File: src/rtl/useq_pkg.sv
package useq_pkg;
    localparam int COND_W = 3;
    localparam int FLAG_W = 4;

    localparam int FLAG_Z = 0;
    localparam int FLAG_N = 1;
    localparam int FLAG_C = 2;
    localparam int FLAG_V = 3;

    typedef enum logic [COND_W-1:0] {
        COND_NEVER  = 3'd0,
        COND_ALWAYS = 3'd1,
        COND_ZERO   = 3'd2,
        COND_NEG    = 3'd3,
        COND_CARRY  = 3'd4,
        COND_OVF    = 3'd5
    } cond_sel_e;
endpackage

File: src/rtl/useq_l1_store.sv
module useq_l1_store
    import useq_pkg::*;
#(
    parameter int CAR_W = 8,
    parameter int PTR_W = 4
) (
    input  logic [CAR_W-1:0] addr_i,
    output logic [CAR_W-1:0] next_addr_o,
    output logic [COND_W-1:0] cond_sel_o,
    output logic             src_sel_o,
    output logic [PTR_W-1:0] ptr_o
);
    localparam int ENTRY_W = CAR_W + COND_W + 1 + PTR_W;
    localparam int DEPTH   = 1 << CAR_W;

    // entry a = {(3a+5), a[2:0], a[3], a mod 2^PTR_W}
    function automatic logic [ENTRY_W-1:0] entry_for(input int a);
        logic [CAR_W-1:0]  nxt;
        logic [COND_W-1:0] cnd;
        logic              src;
        logic [PTR_W-1:0]  ptr;
        nxt = CAR_W'(3 * a + 5);
        cnd = COND_W'(a);
        src = 1'((a >> 3) & 1);
        ptr = PTR_W'(a);
        return {nxt, cnd, src, ptr};
    endfunction

    logic [ENTRY_W-1:0] rom [DEPTH];

    for (genvar g = 0; g < DEPTH; g++) begin : g_row
        assign rom[g] = entry_for(g);
    end

    logic [ENTRY_W-1:0] entry;
    assign entry = rom[addr_i];

    assign next_addr_o = entry[ENTRY_W-1 -: CAR_W];
    assign cond_sel_o  = entry[PTR_W+1 +: COND_W];
    assign src_sel_o   = entry[PTR_W];
    assign ptr_o       = entry[PTR_W-1:0];
endmodule

File: src/rtl/useq_l2_store.sv
module useq_l2_store #(
    parameter int PTR_W = 4,
    parameter int CW_W  = 16
) (
    input  logic [PTR_W-1:0] ptr_i,
    output logic [CW_W-1:0]  word_o
);
    localparam int DEPTH = 1 << PTR_W;

    // bit i = p[i mod PTR_W] inverted on odd chunks
    function automatic logic [CW_W-1:0] word_for(input int p);
        logic [PTR_W-1:0] pb;
        logic [CW_W-1:0]  w;
        pb = PTR_W'(p);
        for (int i = 0; i < CW_W; i++) begin
            w[i] = pb[i % PTR_W] ^ (((i / PTR_W) % 2) == 1);
        end
        return w;
    endfunction

    logic [CW_W-1:0] rom [DEPTH];

    for (genvar g = 0; g < DEPTH; g++) begin : g_word
        assign rom[g] = word_for(g);
    end

    assign word_o = rom[ptr_i];
endmodule

File: src/rtl/useq_cond_mux.sv
module useq_cond_mux
    import useq_pkg::*;
(
    input  logic              clk,
    input  logic              rst_n,
    input  logic [COND_W-1:0] sel_i,
    input  logic [FLAG_W-1:0] flags_i,
    output logic              take_o
);
    always_comb begin
        unique case (sel_i)
            COND_NEVER:  take_o = 1'b0;
            COND_ALWAYS: take_o = 1'b1;
            COND_ZERO:   take_o = flags_i[FLAG_Z];
            COND_NEG:    take_o = flags_i[FLAG_N];
            COND_CARRY:  take_o = flags_i[FLAG_C];
            COND_OVF:    take_o = flags_i[FLAG_V];
            default:     take_o = 1'b0;
        endcase
    end

    a_r2_reserved_never_take : assert property (@(posedge clk) disable iff (!rst_n)
        (sel_i > COND_W'(5)) |-> !take_o);
    a_r2_const_codes : assert property (@(posedge clk) disable iff (!rst_n)
        (sel_i == COND_W'(1)) || (sel_i == COND_W'(0)) |-> take_o == sel_i[0]);
endmodule

File: src/rtl/useq_car_next.sv
module useq_car_next #(
    parameter int CAR_W = 8
) (
    input  logic [CAR_W-1:0] car_i,
    input  logic             take_i,
    input  logic             src_i,
    input  logic [CAR_W-1:0] field_i,
    input  logic [CAR_W-1:0] opcode_i,
    output logic [CAR_W-1:0] car_o
);
    logic [CAR_W-1:0] load_addr;

    always_comb begin
        load_addr = src_i ? opcode_i : field_i;
        car_o     = take_i ? load_addr : car_i + CAR_W'(1);
    end
endmodule

File: src/rtl/useq_two_level.sv
module useq_two_level
    import useq_pkg::*;
#(
    parameter int CAR_W = 8,
    parameter int PTR_W = 4,
    parameter int CW_W  = 16
) (
    input  logic             clk,
    input  logic             rst_n,
    input  logic [CAR_W-1:0] opcode_i,
    input  logic [3:0]       flags_i,
    output logic [CAR_W-1:0] car_o,
    output logic [CW_W-1:0]  ctrl_word_o
);
    typedef struct packed {
        logic [CAR_W-1:0] car;
        logic [CW_W-1:0]  cw;
    } seq_state_t;

    seq_state_t st_d, st_q;

    logic [CAR_W-1:0]  field;
    logic [COND_W-1:0] cond_sel;
    logic              src_sel;
    logic [PTR_W-1:0]  ptr;
    logic              take;
    logic [CAR_W-1:0]  car_nxt;
    logic [CW_W-1:0]   word;

    useq_l1_store #(.CAR_W(CAR_W), .PTR_W(PTR_W)) u_l1 (
        .addr_i      (st_q.car),
        .next_addr_o (field),
        .cond_sel_o  (cond_sel),
        .src_sel_o   (src_sel),
        .ptr_o       (ptr)
    );

    useq_cond_mux u_cond (
        .clk     (clk),
        .rst_n   (rst_n),
        .sel_i   (cond_sel),
        .flags_i (flags_i),
        .take_o  (take)
    );

    useq_car_next #(.CAR_W(CAR_W)) u_next (
        .car_i    (st_q.car),
        .take_i   (take),
        .src_i    (src_sel),
        .field_i  (field),
        .opcode_i (opcode_i),
        .car_o    (car_nxt)
    );

    useq_l2_store #(.PTR_W(PTR_W), .CW_W(CW_W)) u_l2 (
        .ptr_i  (ptr),
        .word_o (word)
    );

    always_comb begin
        st_d     = st_q;
        st_d.car = car_nxt;
        st_d.cw  = word;
    end

    always_ff @(posedge clk or negedge rst_n) begin
        if (!rst_n) st_q <= '0;
        else        st_q <= st_d;
    end

    assign car_o       = st_q.car;
    assign ctrl_word_o = st_q.cw;

    a_r3_increment : assert property (@(posedge clk) disable iff (!rst_n)
        !take |=> st_q.car == $past(st_q.car) + CAR_W'(1));
    a_r3_wrap_zero : assert property (@(posedge clk) disable iff (!rst_n)
        (!take && st_q.car == '1) |=> st_q.car == '0);
    a_r4_load_field : assert property (@(posedge clk) disable iff (!rst_n)
        (take && !src_sel) |=> st_q.car == $past(field));
    a_r5_load_opcode : assert property (@(posedge clk) disable iff (!rst_n)
        (take && src_sel) |=> st_q.car == $past(opcode_i));
    a_r6_word_lag : assert property (@(posedge clk) disable iff (!rst_n)
        1'b1 |=> st_q.cw == $past(word));
endmodule

File: config.mk
export PLATFORM = sky130hd
export DESIGN_NAME = useq_two_level
export DESIGN_NICKNAME = d
export VERILOG_FILES = /design/src/rtl/useq_pkg.sv /design/src/rtl/useq_l1_store.sv /design/src/rtl/useq_l2_store.sv /design/src/rtl/useq_cond_mux.sv /design/src/rtl/useq_car_next.sv /design/src/rtl/useq_two_level.sv
export SDC_FILE = /design/constraint.sdc
export NUM_CORES = 1
export LEC_CHECK = 0
export BUFFER_PORTS_ARGS = -buffer_cell sky130_fd_sc_hd__buf_2
export CAP_MARGIN = 20
export CORE_ASPECT_RATIO = 0.9
export CORE_UTILIZATION = 48
export DETAILED_ROUTE_END_ITERATION = 8
export MAX_ROUTING_LAYER = met4
export PLACE_DENSITY = 0.87
export SLEW_MARGIN = 20
export SYNTH_ARGS = -nofsm -noshare
export SYNTH_HDL_FRONTEND = slang
export SYNTH_SLANG_ARGS = --single-unit
export TNS_END_PERCENT = 100
File: constraint.sdc
create_clock -name clk -period 2 [get_ports clk]
set_clock_uncertainty 0.05 [all_clocks]
set_input_delay 0.3 -clock clk [delete_from_list [all_inputs] [get_ports clk]]
set_output_delay 0.3 -clock clk [all_outputs]
set_load 0.03 [all_outputs]
==> flow_metrics.py, run 1 <==
metrics = {
    "outcome": {
        "outcome": "finished clean",
    },
    "floorplan": {
        "start_util": 0.5159,
        "rows": 15,
        "die_h_um": 45.24,
        "core-area_um2": 1933,
        "die_w_um": 50.05,
        "design.die.area_um2": 2264,
        "io_pins": 38,
    },
    "layout": {
        "final_util": 0.6136,
        "fin_nets": 149,
        "fillers": 159,
        "layoutNonFillerInstCount": 154,
        "antenna_cells": 0,
        "drive_above_1_share": 0.4109,
        "syn_to_final_growth_pct": 18.95,
    },
    "yosys": {
        "yosysTopAreaCell": "dfrtp_1",
        "synthTopCellsByCount": "dfrtp_1, buf_4, mux2i_1, nand2_1",
        "ys_types": 34,
        "synth_ff_type": "dfrtp_1",
        "syn-cell-area_um2": 997.2,
        "syn_area_per_cell_um2": 10.28,
        "yosys-top-cells-area": "dfrtp_1, buf_4, mux2i_1, ha_1, xnor2_1",
        "synth_edf_count": 0,
        "yosys.area.top_type_share": 0.4015,
        "synthCells": 97,
        "synth_warnings": 0,
        "synthArstFlopShare": 1.000,
        "syn_nets": 116,
        "yosysSeqAreaShare": 0.4015,
        "ys_ff_latch": 16,
        "yosysMostFrequentCell": "dfrtp_1",
    },
    "clock_tree": {
        "cts-htree-levels": 1,
        "cts_num_sinks": 16,
        "cts_buffer_depth": 2,
        "clk_pin_slew_ns": 0.09,
        "post-cts-setup-buffers": 0,
        "clk_latency_ns": 0.29,
        "root_buffer": "clkbuf_4",
        "cts_buffers": 3,
        "cts_tree": "done",
    },
    "global_route": {
        "antenna_found_initial": 0,
        "overflow": 0,
        "grt_pass1_wl_um": 3436,
        "grt_usage": 0.2136,
        "grt_pass1_vias": 806,
        "grt_max_degree": 17,
    },
    "routing": {
        "drt_iter0_markers": 12,
        "dr.pass1.iters": 4,
        "wl_per_cell_um": 13.29,
        "num_vias": 837,
        "ant_nets": 0,
        "routed_wl_um": 2047,
        "vias_per_cell": 5.435,
        "route.detailed.drc": 0,
    },
    "critical_path": {
        "required_ns": 2.13,
        "path_max_fanout": 8,
        "path_class": "reg -> reg",
        "start_kind": "flip-flop",
        "arrival_ns": 1.98,
        "endpoint_kind": "flip-flop",
    },
    "sta": {
        "rsz0062_at_grt": "false",
        "min_period_over_period": 0.9245,
        "fin_crit_ns": 1.849,
        "relSlewSlack": 0.7652,
        "fmax_ghz": 0.5409,
        "setup_violations": 0,
        "fin_ws_ns": 0.1511,
        "fin_tns_setup_ns": 0,
        "hold_viol_final": 0,
        "drv_slew": 0,
        "tightest_slew_ns": 0.3521,
    },
    "placement": {
        "post-place-ws_ns": 0.1341,
        "dp_hpwl_um": 1618,
        "dp.cells": 149,
        "finalWeightedCongestion": 0.8725,
        "io_buffers": 37,
    },
    "run": {
        "max-cap-violations": 0,
    },
    "hold_path": {
        "hold_class": "in -> reg",
    },
}
==> cells in the final DEF, fill, tap and decap left out, types with 3 or more instances in the layout <==
| master | netlist | layout |
|---|---|---|
| buf_2 | 0 | 37 |
| dfrtp_1 | 16 | 14 |
| nand2_1 | 7 | 7 |
| mux2i_1 | 7 | 7 |
| a21oi_1 | 5 | 5 |
| nand3_1 | 5 | 5 |
| ha_1 | 5 | 5 |
| inv_1 | 4 | 4 |
| xnor2_1 | 4 | 4 |
| buf_4 | 10 | 4 |
| nor2b_1 | 3 | 3 |
| clkbuf_4 | 0 | 3 |
==> layer usage <==
layer  vias up  wire length (um)  track usage  share of wire
li1        391                 -            -              -
met1       403               879       0.2490           0.43
met2        34               984       0.3493           0.48
met3         9               111      0.03367          0.054
met4         0                71       0.1314          0.035
met5         -                 0            -              0
==> timing repair <==
item	4_1_cts	5_1_grt
hold endpoints to repair	16	0
gates resized for setup	0	2
setup endpoints to repair	0	1
hold buffers	1	0
==> logic make-up after synthesis <==
logic type | Yosys count | share of synthesized area
AO/OA/AOI/OAI | 18 | 0.1368
XOR/XNOR | 5 | 0.04391
adder cells (fa/ha/maj) | 5 | 0.06274
buffers and inverters | 19 | 0.1255
flip-flops | 16 | 0.4015
multiplexers | 7 | 0.07027
AND/OR/NAND/NOR | 27 | 0.1593
==> worst paths after layout <==
check                           cells after the start   startpoint        endpoint  slack [ns]
max in group asynchronous                           2        rst_n        car_o[1]        1.23
worst min-delay path                                2  opcode_i[0]        car_o[0]        0.21
worst max-delay path                                6     car_o[0]        car_o[0]        0.15
worst max register to register                      6     car_o[0]        car_o[0]        0.15
worst min register to register                      0     car_o[1]  ctrl_word_o[9]        0.43
min in group asynchronous                           2        rst_n        car_o[4]        0.39
==> registers in the layout, indices dropped and copies added, names as in the netlist <==
register	count
car_o	8
ctrl_word_o	8
==> metrics by stage <==
stage / hold WS (ns) / instance area (um^2)
4_1_cts: 0.2094 / 1184
3_5_place_dp: 0.1834 / 1137
3_3_place_gp: 0.1743 / 1137
5_1_grt: 0.2014 / 1186
6_report: 0.2111 / 1186
2_1_floorplan: -0.04559 / 997.2
==> layout make-up <==
type	instances	area [um^2]	area share
Inverter	5	18.77	0.01582
Sequential cell	16	402.9	0.3397
Multi-Input combinational cell	62	471.7	0.3977
Tap cell	25	31.28	0.02637
Timing Repair Buffer	42	225.2	0.1899
Clock buffer	4	36.28	0.03059
==> worst max-delay path: stages, from the launching register on <==
cell       delay (ns)
dfrtp_2          0.46
ha_1             0.26
ha_1             0.20
nand2_1          0.12
o2111ai_2        0.19
buf_4            0.22
a31o_2           0.24
Power of run 1 is not shown: default switching activity piles up to over one toggle a cycle in this logic, so the estimate is an artifact.
==> run 2: changes to the inputs <==
--- a/config.mk
+++ b/config.mk
@@ -8,10 +8,11 @@
 export BUFFER_PORTS_ARGS = -buffer_cell sky130_fd_sc_hd__buf_2
 export CAP_MARGIN = 20
 export CORE_ASPECT_RATIO = 0.9
-export CORE_UTILIZATION = 48
+export CORE_UTILIZATION = 50
+export CTS_BUF_LIST = sky130_fd_sc_hd__clkbuf_2
 export DETAILED_ROUTE_END_ITERATION = 8
 export MAX_ROUTING_LAYER = met4
-export PLACE_DENSITY = 0.87
+export PLACE_DENSITY = 0.81
 export SLEW_MARGIN = 20
 export SYNTH_ARGS = -nofsm -noshare
 export SYNTH_HDL_FRONTEND = slang
==> flow_metrics.py, run 2 (synthesis results as in run 1) <==
metrics = {
    "sta": {
        "tightest_slew_ns": 0.3429,
        "setup_violations": 0,
        "min_period_over_period": 0.9280,
        "rsz0062_at_grt": "false",
        "fmax_ghz": 0.5388,
        "fin_tns_setup_ns": 0,
        "hold_viol_final": 0,
        "drv_slew": 0,
        "relSlewSlack": 0.7714,
        "fin_crit_ns": 1.856,
    },
    "clock_tree": {
        "cts_tree": "done",
        "cts_buffer_depth": 2,
        "cts-htree-levels": 1,
        "root_buffer": "clkbuf_2",
        "cts_buffers": 3,
        "clk_pin_slew_ns": 0.13,
        "cts_num_sinks": 16,
        "clk_latency_ns": 0.29,
    },
    "global_route": {
        "grt_pass1_wl_um": 3180,
        "grt_usage": 0.2008,
        "antenna_found_initial": 0,
        "grt_max_degree": 17,
        "overflow": 0,
        "grt_pass1_vias": 722,
    },
    "layout": {
        "final_common_cell": "buf_2",
        "antenna_cells": 0,
        "drive_above_1_share": 0.4031,
        "fin_nets": 149,
        "syn_to_final_growth_pct": 17.06,
        "layout_common_cells": "buf_2, dfrtp_1, nand2_1, mux2i_1",
    },
    "routing": {
        "num_vias": 792,
        "dr.pass1.iters": 4,
        "routed_wl_um": 1890,
        "wl_per_cell_um": 12.35,
        "drt_iter0_markers": 20,
        "route.detailed.drc": 0,
        "ant_nets": 0,
        "vias_per_cell": 5.176,
    },
    "placement": {
        "finalWeightedCongestion": 0.8056,
        "io_buffers": 37,
        "dp_hpwl_um": 1452,
    },
    "critical_path": {
        "arrival_ns": 1.99,
        "path_class": "reg -> reg",
        "cp_top_family": "flip-flops",
        "required_ns": 2.13,
        "endpoint_kind": "flip-flop",
        "start_kind": "flip-flop",
        "startpoint": "car_o[0]",
        "path_max_fanout": 8,
        "cp_cell_sequence": "ha_1 -> ha_1 -> nand2_1 -> o2111ai_2 -> buf_4 -> mux2i_1 -> mux2i_1",
        "critPathBufInv": 1,
        "crit_path_top_delay_cell": "dfrtp_2",
        "cpPeakStageDelay_ns": 0.48,
        "r2r_start": "car_o[0]",
    },
    "outcome": {
        "outcome": "finished clean",
    },
    "hold_path": {
        "hold_class": "in -> reg",
        "worstHoldStart": "opcode_i[0]",
    },
    "floorplan": {
        "start_util": 0.5636,
        "io_pins": 38,
        "design.die.area_um2": 2177,
        "die_h_um": 44.37,
        "rows": 14,
        "die_w_um": 49.08,
        "core-area_um2": 1769,
    },
    "run": {
        "max-cap-violations": 0,
    },
}
==> run 2: cell count changes in the layout (fill, tap and decap cells not counted), sizes merged <==
cell	previous run	this run
clkbuf	4	3
clkinv	0	1
==> run 2: what timing repair did <==
action	CTS	global route
endpoints found under the hold margin	16	0
setup buffers	0	0
hold buffers	1	0
resized for setup	0	2
setup endpoints to repair	0	3
==> run 2: per-stage QoR <==
stage	util	hold WS (ns)	setup WS (ns)	instance area, um^2	cells
2_1_floorplan	-	-0.04559	0.1195	997.2	97
3_3_place_gp	0.6422	0.1803	0.2221	1136	148
3_5_place_dp	0.6422	0.1764	0.1407	1136	148
4_1_cts	0.6584	0.1934	0.1238	1165	153
5_1_grt	0.6598	0.1773	0.004612	1167	153
6_report	0.6598	0.1965	0.1440	1167	153
==> run 2: cell type report <==
class,instances,area (um^2)
timing repair buffer,42,225.2
tap,24,30.03
multi-input combinational,62,471.7
sequential,16,402.9
fill,152,601.8
clock inverter,1,3.754
inverter,5,18.77
clock buffer,3,15.01
==> run 2: final timing paths <==
check | endpoint | slack, ns | depth (start not counted)
worst max register to register | car_o[3] | 0.14 | 7
worst min register to register | ctrl_word_o[9] | 0.45 | 0
max in group asynchronous | car_o[1] | 1.25 | 2
min in group asynchronous | ctrl_word_o[7] | 0.37 | 2
worst max-delay path | car_o[3] | 0.14 | 7
worst min-delay path | car_o[0] | 0.20 | 2
==> run 2: layer usage <==
metal | GRT usage | up-vias | part of all wire
met4 | 0.06471 | 0 | 0.013
li1 | - | 389 | -
met5 | - | - | 0
met3 | 0.05498 | 4 | 0.057
met2 | 0.3342 | 27 | 0.48
met1 | 0.2375 | 372 | 0.45
Power of run 2 is left out for the same reason.
